<file path="config.mk">
export PLATFORM = sky130hd
export DESIGN_NAME = spi_host
export DESIGN_NICKNAME = d
export VERILOG_FILES = /design/src/rtl/spih_pkg.sv /design/src/rtl/spih_datapath.sv /design/src/rtl/spih_ctrl.sv /design/src/rtl/spi_host.sv
export SDC_FILE = /design/constraint.sdc
export NUM_CORES = 1
export LEC_CHECK = 0
export BUFFER_PORTS_ARGS = -buffer_cell sky130_fd_sc_hd__buf_4
export CORE_MARGIN = 3
export CORE_UTILIZATION = 45
export DETAILED_ROUTE_END_ITERATION = 16
export PLACE_DENSITY = 0.69
export SLEW_MARGIN = 20
export SYNTH_ARGS = -nofsm -noshare
export SYNTH_HDL_FRONTEND = slang
export SYNTH_SLANG_ARGS = --single-unit
</file>
<file path="constraint.sdc">
create_clock -name clk -period 4.72 [get_ports clk]
set_input_delay 0.472 -clock clk [delete_from_list [all_inputs] [get_ports clk]]
set_output_delay 0.472 -clock clk [all_outputs]
set_load 0.02 [all_outputs]
</file>
<file path="src/rtl/spih_pkg.sv">
package spih_pkg;

  localparam int REG_W    = 16;
  localparam int DIV_W    = 7;
  localparam int MAX_BITS = 16;
  localparam int HALF_W   = MAX_BITS / 2;
  localparam int EDGE_W   = $clog2(2 * MAX_BITS + 1);

  // register byte offsets
  localparam int OFS_DATA = 0;
  localparam int OFS_CTRL = 2;
  localparam int OFS_STAT = 4;

  // control bit positions
  localparam int B_EN     = 0;
  localparam int B_WIDE   = 2;
  localparam int B_RXIE   = 5;
  localparam int B_TXIE   = 6;
  localparam int B_CPOL   = 7;
  localparam int B_CPHA   = 8;
  localparam int B_DIV_LO = 9;

  localparam logic [REG_W-1:0] CTRL_MASK = 16'hFFE5;

  typedef struct packed {
    logic launch;
    logic abort;
  } spih_strobe_t;

  typedef struct packed {
    logic [DIV_W-1:0] div;
    logic             cpha;
    logic             cpol;
    logic             wide;
  } spih_cfg_t;

endpackage

</file>
<file path="src/rtl/spih_datapath.sv">
module spih_datapath
  import spih_pkg::*;
(
  input  logic             clk,
  input  logic             rstN,
  input  spih_strobe_t     stb,
  input  spih_cfg_t        cfg,
  input  logic [REG_W-1:0] txWord,
  input  logic             miso,
  output logic             active,
  output logic             done,
  output logic [REG_W-1:0] rxWord,
  output logic             sck,
  output logic             mosi
);

  logic [DIV_W-1:0]  halfCnt;
  logic [EDGE_W-1:0] edgeCnt;
  logic [EDGE_W-1:0] edgeNum;
  logic [EDGE_W-1:0] lastNum;
  logic              phase;
  logic [REG_W-1:0]  txSh;
  logic [REG_W-1:0]  rxSh;
  logic [REG_W-1:0]  rxNext;
  logic              tick;
  logic              leading;
  logic              sampleNow;
  logic              shiftNow;
  logic              firstLead;
  logic              lastEdge;

  assign lastNum   = cfg.wide ? EDGE_W'(2 * MAX_BITS) : EDGE_W'(MAX_BITS);
  assign edgeNum   = edgeCnt + 1'b1;
  assign tick      = active && (halfCnt == cfg.div);
  assign leading   = edgeNum[0];
  assign lastEdge  = (edgeNum == lastNum);
  assign sampleNow = tick && (leading ^ cfg.cpha);
  assign firstLead = cfg.cpha && (edgeNum == EDGE_W'(1));
  assign shiftNow  = tick && !(leading ^ cfg.cpha) && !firstLead;
  assign rxNext    = {rxSh[REG_W-2:0], miso};
  assign done      = tick && lastEdge && !stb.abort;
  assign rxWord    = sampleNow ? rxNext : rxSh;
  assign sck       = phase ^ cfg.cpol;
  assign mosi      = txSh[REG_W-1];

  always_ff @(posedge clk or negedge rstN) begin
    if (!rstN) begin
      active  <= 1'b0;
      halfCnt <= '0;
      edgeCnt <= '0;
      phase   <= 1'b0;
      txSh    <= '0;
      rxSh    <= '0;
    end else if (stb.abort) begin
      active  <= 1'b0;
      halfCnt <= '0;
      edgeCnt <= '0;
      phase   <= 1'b0;
    end else if (stb.launch && !active) begin
      active  <= 1'b1;
      halfCnt <= '0;
      edgeCnt <= '0;
      phase   <= 1'b0;
      txSh    <= cfg.wide ? txWord : {txWord[HALF_W-1:0], {HALF_W{1'b0}}};
      rxSh    <= '0;
    end else if (active) begin
      if (tick) begin
        halfCnt <= '0;
        phase   <= ~phase;
        if (sampleNow) rxSh <= rxNext;
        if (shiftNow)  txSh <= {txSh[REG_W-2:0], 1'b0};
        if (lastEdge) begin
          active  <= 1'b0;
          edgeCnt <= '0;
        end else begin
          edgeCnt <= edgeNum;
        end
      end else begin
        halfCnt <= halfCnt + 1'b1;
      end
    end
  end

  a_r4_idle_sck_level: assert property (@(posedge clk) disable iff (!rstN)
    !active |-> (sck == cfg.cpol));

  a_r4_edge_bound: assert property (@(posedge clk) disable iff (!rstN)
    active |-> (edgeCnt < lastNum));

  a_r3_done_ends_word: assert property (@(posedge clk) disable iff (!rstN)
    done |=> !active);

endmodule

</file>
<file path="src/rtl/spih_ctrl.sv">
module spih_ctrl
  import spih_pkg::*;
#(
  parameter int ADDR_W = 3
)(
  input  logic              clk,
  input  logic              rstN,
  input  logic [ADDR_W-1:0] regAddr,
  input  logic              regWrEn,
  input  logic [REG_W-1:0]  regWrData,
  input  logic              regRdEn,
  output logic [REG_W-1:0]  regRdData,
  input  logic              active,
  input  logic              done,
  input  logic [REG_W-1:0]  rxWord,
  output spih_strobe_t      stb,
  output spih_cfg_t         cfg,
  output logic              irq
);

  logic [REG_W-1:0] ctrlReg;
  logic [REG_W-1:0] rxBuf;
  logic             rxFull;
  logic             selData;
  logic             selCtrl;
  logic             selStat;
  logic             wrData;
  logic             wrCtrl;
  logic             rdData;

  assign selData = (regAddr == ADDR_W'(OFS_DATA));
  assign selCtrl = (regAddr == ADDR_W'(OFS_CTRL));
  assign selStat = (regAddr == ADDR_W'(OFS_STAT));
  assign wrData  = regWrEn && selData;
  assign wrCtrl  = regWrEn && selCtrl;
  assign rdData  = regRdEn && selData;

  assign cfg.div  = ctrlReg[REG_W-1:B_DIV_LO];
  assign cfg.cpha = ctrlReg[B_CPHA];
  assign cfg.cpol = ctrlReg[B_CPOL];
  assign cfg.wide = ctrlReg[B_WIDE];

  assign stb.launch = wrData && ctrlReg[B_EN] && !active;
  assign stb.abort  = !ctrlReg[B_EN] || (wrCtrl && !regWrData[B_EN]);

  assign irq = (rxFull && ctrlReg[B_RXIE]) || (!active && ctrlReg[B_TXIE]);

  always_ff @(posedge clk or negedge rstN) begin
    if (!rstN) begin
      ctrlReg <= '0;
    end else if (wrCtrl) begin
      ctrlReg <= regWrData & CTRL_MASK;
    end
  end

  always_ff @(posedge clk or negedge rstN) begin
    if (!rstN) begin
      rxBuf  <= '0;
      rxFull <= 1'b0;
    end else if (done) begin
      rxBuf  <= cfg.wide ? rxWord : {{HALF_W{1'b0}}, rxWord[HALF_W-1:0]};
      rxFull <= 1'b1;
    end else if (rdData) begin
      rxFull <= 1'b0;
    end
  end

  always_comb begin
    regRdData = '0;
    if (selData)      regRdData = rxBuf;
    else if (selCtrl) regRdData = ctrlReg;
    else if (selStat) regRdData = {{(REG_W-2){1'b0}}, rxFull, active};
  end

  a_r3_launch_sets_busy: assert property (@(posedge clk) disable iff (!rstN)
    stb.launch |=> active);

  a_r9_disabled_stays_idle: assert property (@(posedge clk) disable iff (!rstN)
    !ctrlReg[B_EN] |=> !active);

  a_r10_disable_write_aborts: assert property (@(posedge clk) disable iff (!rstN)
    (wrCtrl && !regWrData[B_EN]) |=> (!active && !rxFull || !active));

  a_r7_done_sets_full: assert property (@(posedge clk) disable iff (!rstN)
    done |=> rxFull);

  a_r7_read_clears_full: assert property (@(posedge clk) disable iff (!rstN)
    (rdData && !done) |=> !rxFull);

  a_r6_narrow_upper_zero: assert property (@(posedge clk) disable iff (!rstN)
    (done && !cfg.wide) |=> (rxBuf[REG_W-1:HALF_W] == '0));

endmodule

</file>
<file path="src/rtl/spi_host.sv">
module spi_host
  import spih_pkg::*;
#(
  parameter int ADDR_W = 3
)(
  input  logic              clk,
  input  logic              rstN,
  input  logic [ADDR_W-1:0] regAddr,
  input  logic              regWrEn,
  input  logic [15:0]       regWrData,
  input  logic              regRdEn,
  output logic [15:0]       regRdData,
  output logic              sckOut,
  output logic              mosiOut,
  input  logic              misoIn,
  output logic              irq
);

  spih_strobe_t     stb;
  spih_cfg_t        cfg;
  logic             active;
  logic             done;
  logic [REG_W-1:0] rxWord;

  spih_ctrl #(.ADDR_W(ADDR_W)) u_ctrl (
    .clk       (clk),
    .rstN      (rstN),
    .regAddr   (regAddr),
    .regWrEn   (regWrEn),
    .regWrData (regWrData),
    .regRdEn   (regRdEn),
    .regRdData (regRdData),
    .active    (active),
    .done      (done),
    .rxWord    (rxWord),
    .stb       (stb),
    .cfg       (cfg),
    .irq       (irq)
  );

  spih_datapath u_dp (
    .clk    (clk),
    .rstN   (rstN),
    .stb    (stb),
    .cfg    (cfg),
    .txWord (regWrData),
    .miso   (misoIn),
    .active (active),
    .done   (done),
    .rxWord (rxWord),
    .sck    (sckOut),
    .mosi   (mosiOut)
  );

endmodule

</file>
==> summary.md, run 1 <==
| Metric | Value |
|---|---|
| Final core occ | 53.1% |
| Mapped Cells | 473 |
| Initial antenna violation count | 0 |
| Mapped Nets | 500 |
| Hold Buf Count CTS | 0 |
| Remaining Overflow, GRT | 0 |
| Multi-input gate area | 2420 µm² |
| Final setup viols | 0 |
| Crit path kind | register to register |
| R2R setup slack | 1.68 ns |
| Critical path required time | 4.97 ns |
| Commonest cells after routing, fill and taps aside | nand2_1, dfrtp_1, buf_4 |
| PortBufs | 42 |
| I/O pin count | 43 |
| Cell taking the most area after synthesis | dfrtp_1 |
| Initial DRT Pass Iterations | 5 |
| Max_slew headroom | 34.1% |
| Final wirelength | 11700 µm |
| DRT antenna net count | 0 |
| DRC viols | 0 |
| CTS Buf Count | 9 |
| Status | finished, final reports clean |
| CTS tree | built |
| Synth area leaders | dfrtp_1, mux2i_1, nand2_1, mux2_2, a22o_1 |
| FP Rows | 35 |
| Die W | 106 µm |
| Final Skew | 0.0133 ns |
| Async set or reset register ratio after synthesis | 100% |
| Setup bufs post-CTS | 0 |
| Starting Density | 47.5% |
| DIE HEIGHT | 106 µm |
| Gpl congestion | 0.821 |
| Maximum root-to-sink buffer count | 2 |
| Vias | 3772 |
| Vias in the first global route | 3709 |
| Max-cap violations | 0 |
| Worst-Margin Slew | 0.988 ns |
| Post-detail-place hpwl | 8130 µm |
| CP max FO | 17 |
| Yosys warns | 0 |
| Critical path data arrival time | 3.29 ns |
| Hold Crit Class | input pin to asynchronous set/reset pin |
| P&R area growth vs syn | 11.8% |
| Worst setup margin | 1.68 ns |
| First-pass GRT wire length | 19200 µm |
| Clock sink total | 77 |
| Post-CTS resize count | 0 |
| VDD IR max | 0.000191 V |
| Fin. Hold Viols | 0 |
| Clock Latency Late Sink | 0.37 ns |
| Ys flop type | dfrtp_1 |
| Clock Tree Root | clkbuf_8 |
| Pins over their slew limit | 0 |
| Final period util | 64.4% |
| Mapped Area | 4510 µm² |
| Synth Register Bits | 77 |
| DR vias/cell | 6.02 |
| Ant. Diodes | 0 |
| Setup TNS | 0 ns |
| GRT Util Overall | 21.6% |
| Yosys cell types | 52 |
| Largest net degree at the start of global routing | 78 |
| Sequential cell area fraction in the yosys report | 42.7% |
| Post-placement setup slack | 1.54 ns |
| Max Freq | 0.329 GHz |
| Sequential Area | 1930 µm² |
| Drt wl/cell | 18.7 µm |
| DRT iter0 DRCs | 306 |
| Top cell type's share of synthesized area | 42.7% |
| Final-stage net count | 520 |
| Crit end category | register |
| Post-layout minimum cycle time | 3.04 ns |
| Power per cell area | 292 nW/µm² |
| Proportion of layout cells with a drive suffix above 1 | 20.5% |
| Number of synthesized flops with an enable pin | 0 |
| Pleak | 0.00237 µW |
| Clock-pin transition on the worst setup and hold timing paths | 0.10 ns |
| Synth Area per Inst | 9.54 µm² |
| Core Area | 9500 µm² |
| RSZ-0062 raised after global routing | false |
| H-tree Lvls | 3 |
| Die footprint | 11300 µm² |
| Fill cells | 858 |
| Commonest non-fill, non-tap cell in the layout | nand2_1 |
| Critical Path Start Type | register |
==> final timing paths <==
| check | cells past startpoint | start | end |
|---|---|---|---|
| worst min-delay path | 1 | rstN | u_dp.txSh[15] |
| worst max register to register | 5 | u_dp.halfCnt[1] | u_dp.rxSh[12] |
| max in group asynchronous | 1 | rstN | u_dp.halfCnt[1] |
| min in group clk | 3 | regWrData[9] | u_ctrl.ctrlReg[9] |
| worst min register to register | 1 | u_ctrl.rxBuf[12] | u_ctrl.rxBuf[12] |
| worst max-delay path | 5 | u_dp.halfCnt[1] | u_dp.rxSh[12] |
==> per-stage QoR <==
step                      total power, µW  area [µm²]  cells  hold slack, ns
after detailed placement              988        4860    611           0.491
after global routing                 1540        5050    627           0.306
after CTS                            1480        5040    627           0.288
after global placement                983        4860    611           0.480
final                                1470        5050    627           0.228
after floorplan                       887        4510    473           0.176
==> cell type report <==
cell class / count / area share, %
tap: 129 / 3.20
sequential: 77 / 38.2
inverter: 6 / 0.446
timing repair buffer: 44 / 6.55
clock buffer: 9 / 2.45
clock inverter: 7 / 1.24
multi-input combinational: 355 / 47.9
==> power breakdown <==
group          total [µW]  internal (µW)  switching, µW
Combinational         260           88.3            172
Clock                 498            205            293
Sequential            717            682           34.1
==> metal layers <==
layer | vias to the layer above | track usage, % | share of wire [%] | routed length, µm
met2 | 95 | 32.9 | 46 | 5380
met3 | 18 | 3.46 | 4.7 | 547
met1 | 1893 | 31.2 | 48 | 5590
met4 | 0 | 7.40 | 1.6 | 183
met5 | - | 0 | 0 | 0
li1 | 1766 | - | - | -
==> sequential cells by signal, indices dropped and copies added (netlist names) <==
name / flops
u_dp.phase: 1
u_dp.rxSh: 16
u_ctrl.rxFull: 1
u_dp.active: 1
u_ctrl.rxBuf: 16
u_ctrl.ctrlReg: 13
u_dp.edgeCnt: 6
u_dp.txSh: 16
u_dp.halfCnt: 7
==> logic make-up after synthesis <==
logic type	synth area share [%]
flops	42.7
buf+inv	3.88
compound gates	17.1
mux	12.9
fa+ha+maj	0.832
xor+xnor	2.72
simple gates	19.9
==> Yosys cell counts, types with 2 or more instances <==
| cell | instances |
|---|---|
| clkbuf_1 | 20 |
| a21oi_1 | 9 |
| ha_1 | 3 |
| buf_2 | 11 |
| xor2_1 | 11 |
| o211a_1 | 7 |
| o221a_2 | 7 |
| nand2b_1 | 3 |
| nand3_1 | 28 |
| nand3b_1 | 2 |
| mux2i_1 | 30 |
| inv_1 | 6 |
| nand4_1 | 15 |
| and2_1 | 3 |
| o211ai_1 | 9 |
| nor2_1 | 27 |
| and4_1 | 3 |
| a31oi_1 | 6 |
| mux2_2 | 24 |
| nor3_1 | 5 |
| a22o_1 | 18 |
| buf_1 | 3 |
| xnor2_1 | 3 |
| and3_1 | 5 |
| o21ai_0 | 24 |
| or2_2 | 3 |
| a2111o_1 | 8 |
| dfrtp_1 | 77 |
| nand2_1 | 79 |
| or3_1 | 2 |
==> critical path: stages (launching register included) <==
cell	delay, ns
dfrtp_1	0.44
xor2_1	0.19
or4_1	0.72
nor3_4	0.83
o21ai_2	0.41
a22o_1	0.33
No activity file was read; power rests on OpenSTA's default activity.
==> inputs of run 2 (changes only) <==
--- a/config.mk
+++ b/config.mk
@@ -9,7 +9,7 @@
 export CORE_MARGIN = 3
 export CORE_UTILIZATION = 45
 export DETAILED_ROUTE_END_ITERATION = 16
-export PLACE_DENSITY = 0.69
+export PLACE_DENSITY = 0.72
 export SLEW_MARGIN = 20
 export SYNTH_ARGS = -nofsm -noshare
 export SYNTH_HDL_FRONTEND = slang
==> constraint.sdc (replaced) <==
create_clock -name clk -period 2.7 [get_ports clk]
set_input_delay 0.27 -clock clk [delete_from_list [all_inputs] [get_ports clk]]
set_output_delay 0.27 -clock clk [all_outputs]
set_load 0.02 [all_outputs]
==> run 2 against run 1 <==
  * Sequential power increased by 74%
  * Via count increased by 2.0%
  * Fmax up 26%
  * Cell count up 3.2%
  * Global-route usage is 0.82 points lower
  * Die area unchanged
  * Critical path depth is 1 higher
  * Setup slack worse by 1.4 ns
==> summary.md, run 2 (synthesized netlist as in run 1, its figures left out) <==
| Metric | Value |
|---|---|
| Status | finished, final reports clean |
| Cell area after layout | 5200 µm² (+3.0%) |
| Final Skew | 0.0102 ns (-0.00309 ns) |
| CP max FO | 10 (-7) |
| Proportion of layout cells with a drive suffix above 1 | 23.4% (+2.9 points) |
| Initial DRT Pass Iterations | 4 (-1) |
| Max-cap violations | 0 (unchanged) |
| Final wirelength | 11300 µm (-3.2%) |
| Drt wl/cell | 17.5 µm (-6.2%) |
| NetSw | 861 µW (+73%) |
| Sw Share | 33.3% (-0.54 points) |
| Pins over their slew limit | 0 (unchanged) |
| Final Total Pwr | 2590 µW (+75%) |
| Largest registers | u_ctrl.rxBuf: 16 flops, u_dp.rxSh: 16 flops, u_dp.txSh: 16 flops |
| Setup TNS | 0 ns (unchanged) |
| Remaining Overflow, GRT | 0 (unchanged) |
| Delay of the slowest critical-path stage | 0.60 ns (-0.23 ns) |
| RR Startpoint | u_dp.halfCnt[1] |
| Clock sink total | 77 (unchanged) |
| Clock Tree Root | clkbuf_8 |
| Power share of the combinational group | 18.5% (+0.8 points) |
| VDD IR max | 0.000355 V (+85%) |
| Proportion of power drawn by the clock network | 33.3% (-0.4 points) |
| Hold Crit Class | input pin to asynchronous set/reset pin |
| Worst-Margin Slew | 0.948 ns (-0.0398 ns) |
| Critical path required time | 2.95 ns (-2.02 ns) |
| Final setup viols | 0 (unchanged) |
| GR peak layer | met2 |
| CTS tree | built |
| Met2 usage | 32.2% (-0.63 points) |
| Int Pwr | 1730 µW (+77%) |
| Crit end category | register |
| Core Area | 9500 µm² (unchanged) |
| Hold Buf Count CTS | 0 (unchanged) |
| Buf+Inv Stages, Crit Path | 1 (+1) |
| Fill cells | 852 (-0.70%) |
| DIE HEIGHT | 106 µm (unchanged) |
| Slowest CP cell | or4_1 |
| CTS Buf Count | 9 (unchanged) |
| CP cell instances | xor2_1, or4_1, nor3_4, buf_4, mux2_2, mux2_1 |
| Commonest cells after routing, fill and taps aside | nand2_1, dfrtp_1, buf_4 |
| Crit-path leading delay family | simple AND/OR/NAND/NOR gates |
| Pleak | 0.00248 µW (+4.3%) |
| PortBufs | 42 (unchanged) |
| H-tree Lvls | 3 (unchanged) |
| Largest net degree at the start of global routing | 78 (unchanged) |
| Fin. Hold Viols | 0 (unchanged) |
| Starting Density | 47.5% (unchanged) |
| P&R area growth vs syn | 15.1% |
| Ant. Diodes | 0 (unchanged) |
| DP Area | 5010 µm² (+3.1%) |
| Maximum root-to-sink buffer count | 2 (unchanged) |
| Critical Path Start Type | register |
| Die W | 106 µm (unchanged) |
| Clock-pin transition on the worst setup and hold timing paths | 0.10 ns (about the same) |
| DR vias/cell | 5.95 (-1.1%) |
| RSZ-0062 raised after global routing | false |
| Power per cell area | 498 nW/µm² (+70%) |
| Critical path data arrival time | 2.65 ns (-0.64 ns) |
| DRT antenna net count | 0 (unchanged) |
| GRT Util Overall | 20.8% (-0.82 points) |
| FP Rows | 35 (unchanged) |
| Clock Latency Late Sink | 0.37 ns (about the same) |
| DRT iter0 DRCs | 322 (+5.2%) |
| Sequential power share | 48.2% (-0.4 points) |
| First-pass GRT wire length | 19100 µm (-0.90%) |
| Final-stage net count | 540 (+3.8%) |
| M3 GR Usage | 3.04% (-0.43 points) |
| DRC viols | 0 (unchanged) |
| Commonest non-fill, non-tap cell in the layout | nand2_1 |
| Post-detail-place hpwl | 7960 µm (-2.1%) |
| Met1 Usage GRT | 29.6% (-1.6 points) |
| Vias in the first global route | 3796 (+2.3%) |
| Setup bufs post-CTS | 0 (unchanged) |
| Post-layout minimum cycle time | 2.41 ns (-0.632 ns) |
| Gpl congestion | 0.938 (+14%) |
| Final period util | 89.1% (+25 points) |
| Vias | 3849 (+2.0%) |
| Launch point of the worst path | u_dp.halfCnt[1] |
| Die footprint | 11300 µm² (unchanged) |
| Post-CTS resize count | 0 (unchanged) |
| Max_slew headroom | 36.8% (+2.7 points) |
| Initial antenna violation count | 0 (unchanged) |
| I/O pin count | 43 (unchanged) |
| Crit path kind | register to register |
| Max Freq | 0.416 GHz (+26%) |
run 2: cell types whose count changed in the layout (fill, tap and decap cells not counted), sizes merged:
cell,delta
buf,+20
clkinv,+1
inv,-1
run 2: worst reg2reg max path: stages (launching register included):
cell and delay (ns):
dfrtp_1 0.44, xor2_1 0.19, or4_1 0.60, nor3_4 0.21
buf_4 0.22, mux2_2 0.35, mux2_1 0.28
run 2: final cells by class:
cell class | count | area (µm²) | share of cell area (%)
multi-input combinational | 355 | 2420 | 46.5
sequential | 77 | 1930 | 37.1
timing repair buffer | 64 | 480 | 9.25
tap | 129 | 161 | 3.11
clock buffer | 9 | 124 | 2.38
clock inverter | 7 | 65.1 | 1.25
inverter | 6 | 22.5 | 0.433
run 2: layer usage:
metal  vias to the layer above  part of all wire (%)
li1                       1821                     -
met1                      1904                    47
met2                       109                    47
met3                        15                   5.0
met4                         0                   1.6
met5                         -                     0
run 2: through the flow:
step           cells  setup WS, ns  utilization [%]  hold slack (ns)
2_1_floorplan    473         0.160                -          -0.0256
3_3_place_gp     631         0.359             52.7            0.480
3_5_place_dp     631         0.322             52.7            0.485
4_1_cts          647         0.284             54.7           0.0872
5_1_grt          647         0.221             54.7            0.126
6_report         647         0.294             54.7           0.0514
run 2: worst paths after layout:
kind / to / depth (start not counted) / slack [ns]
hold / removal: u_ctrl.rxBuf[4] / 1 / 0.05
setup / recovery: u_ctrl.rxBuf[7] / 6 / 0.29
max in group asynchronous: u_dp.txSh[2] / 1 / 2.04
hold reg to reg: u_dp.txSh[0] / 2 / 0.51
min in group clk: u_ctrl.ctrlReg[9] / 3 / 0.12
setup reg to reg: u_ctrl.rxBuf[7] / 6 / 0.29
run 2: power groups by stage:
stage,registers [µW],logic (µW),clock network [µW]
after CTS,1250,476,871
after detailed placement,1270,475,0
after global placement,1270,466,0
final,1250,478,861
after floorplan,1250,304,0
after global routing,1250,531,918
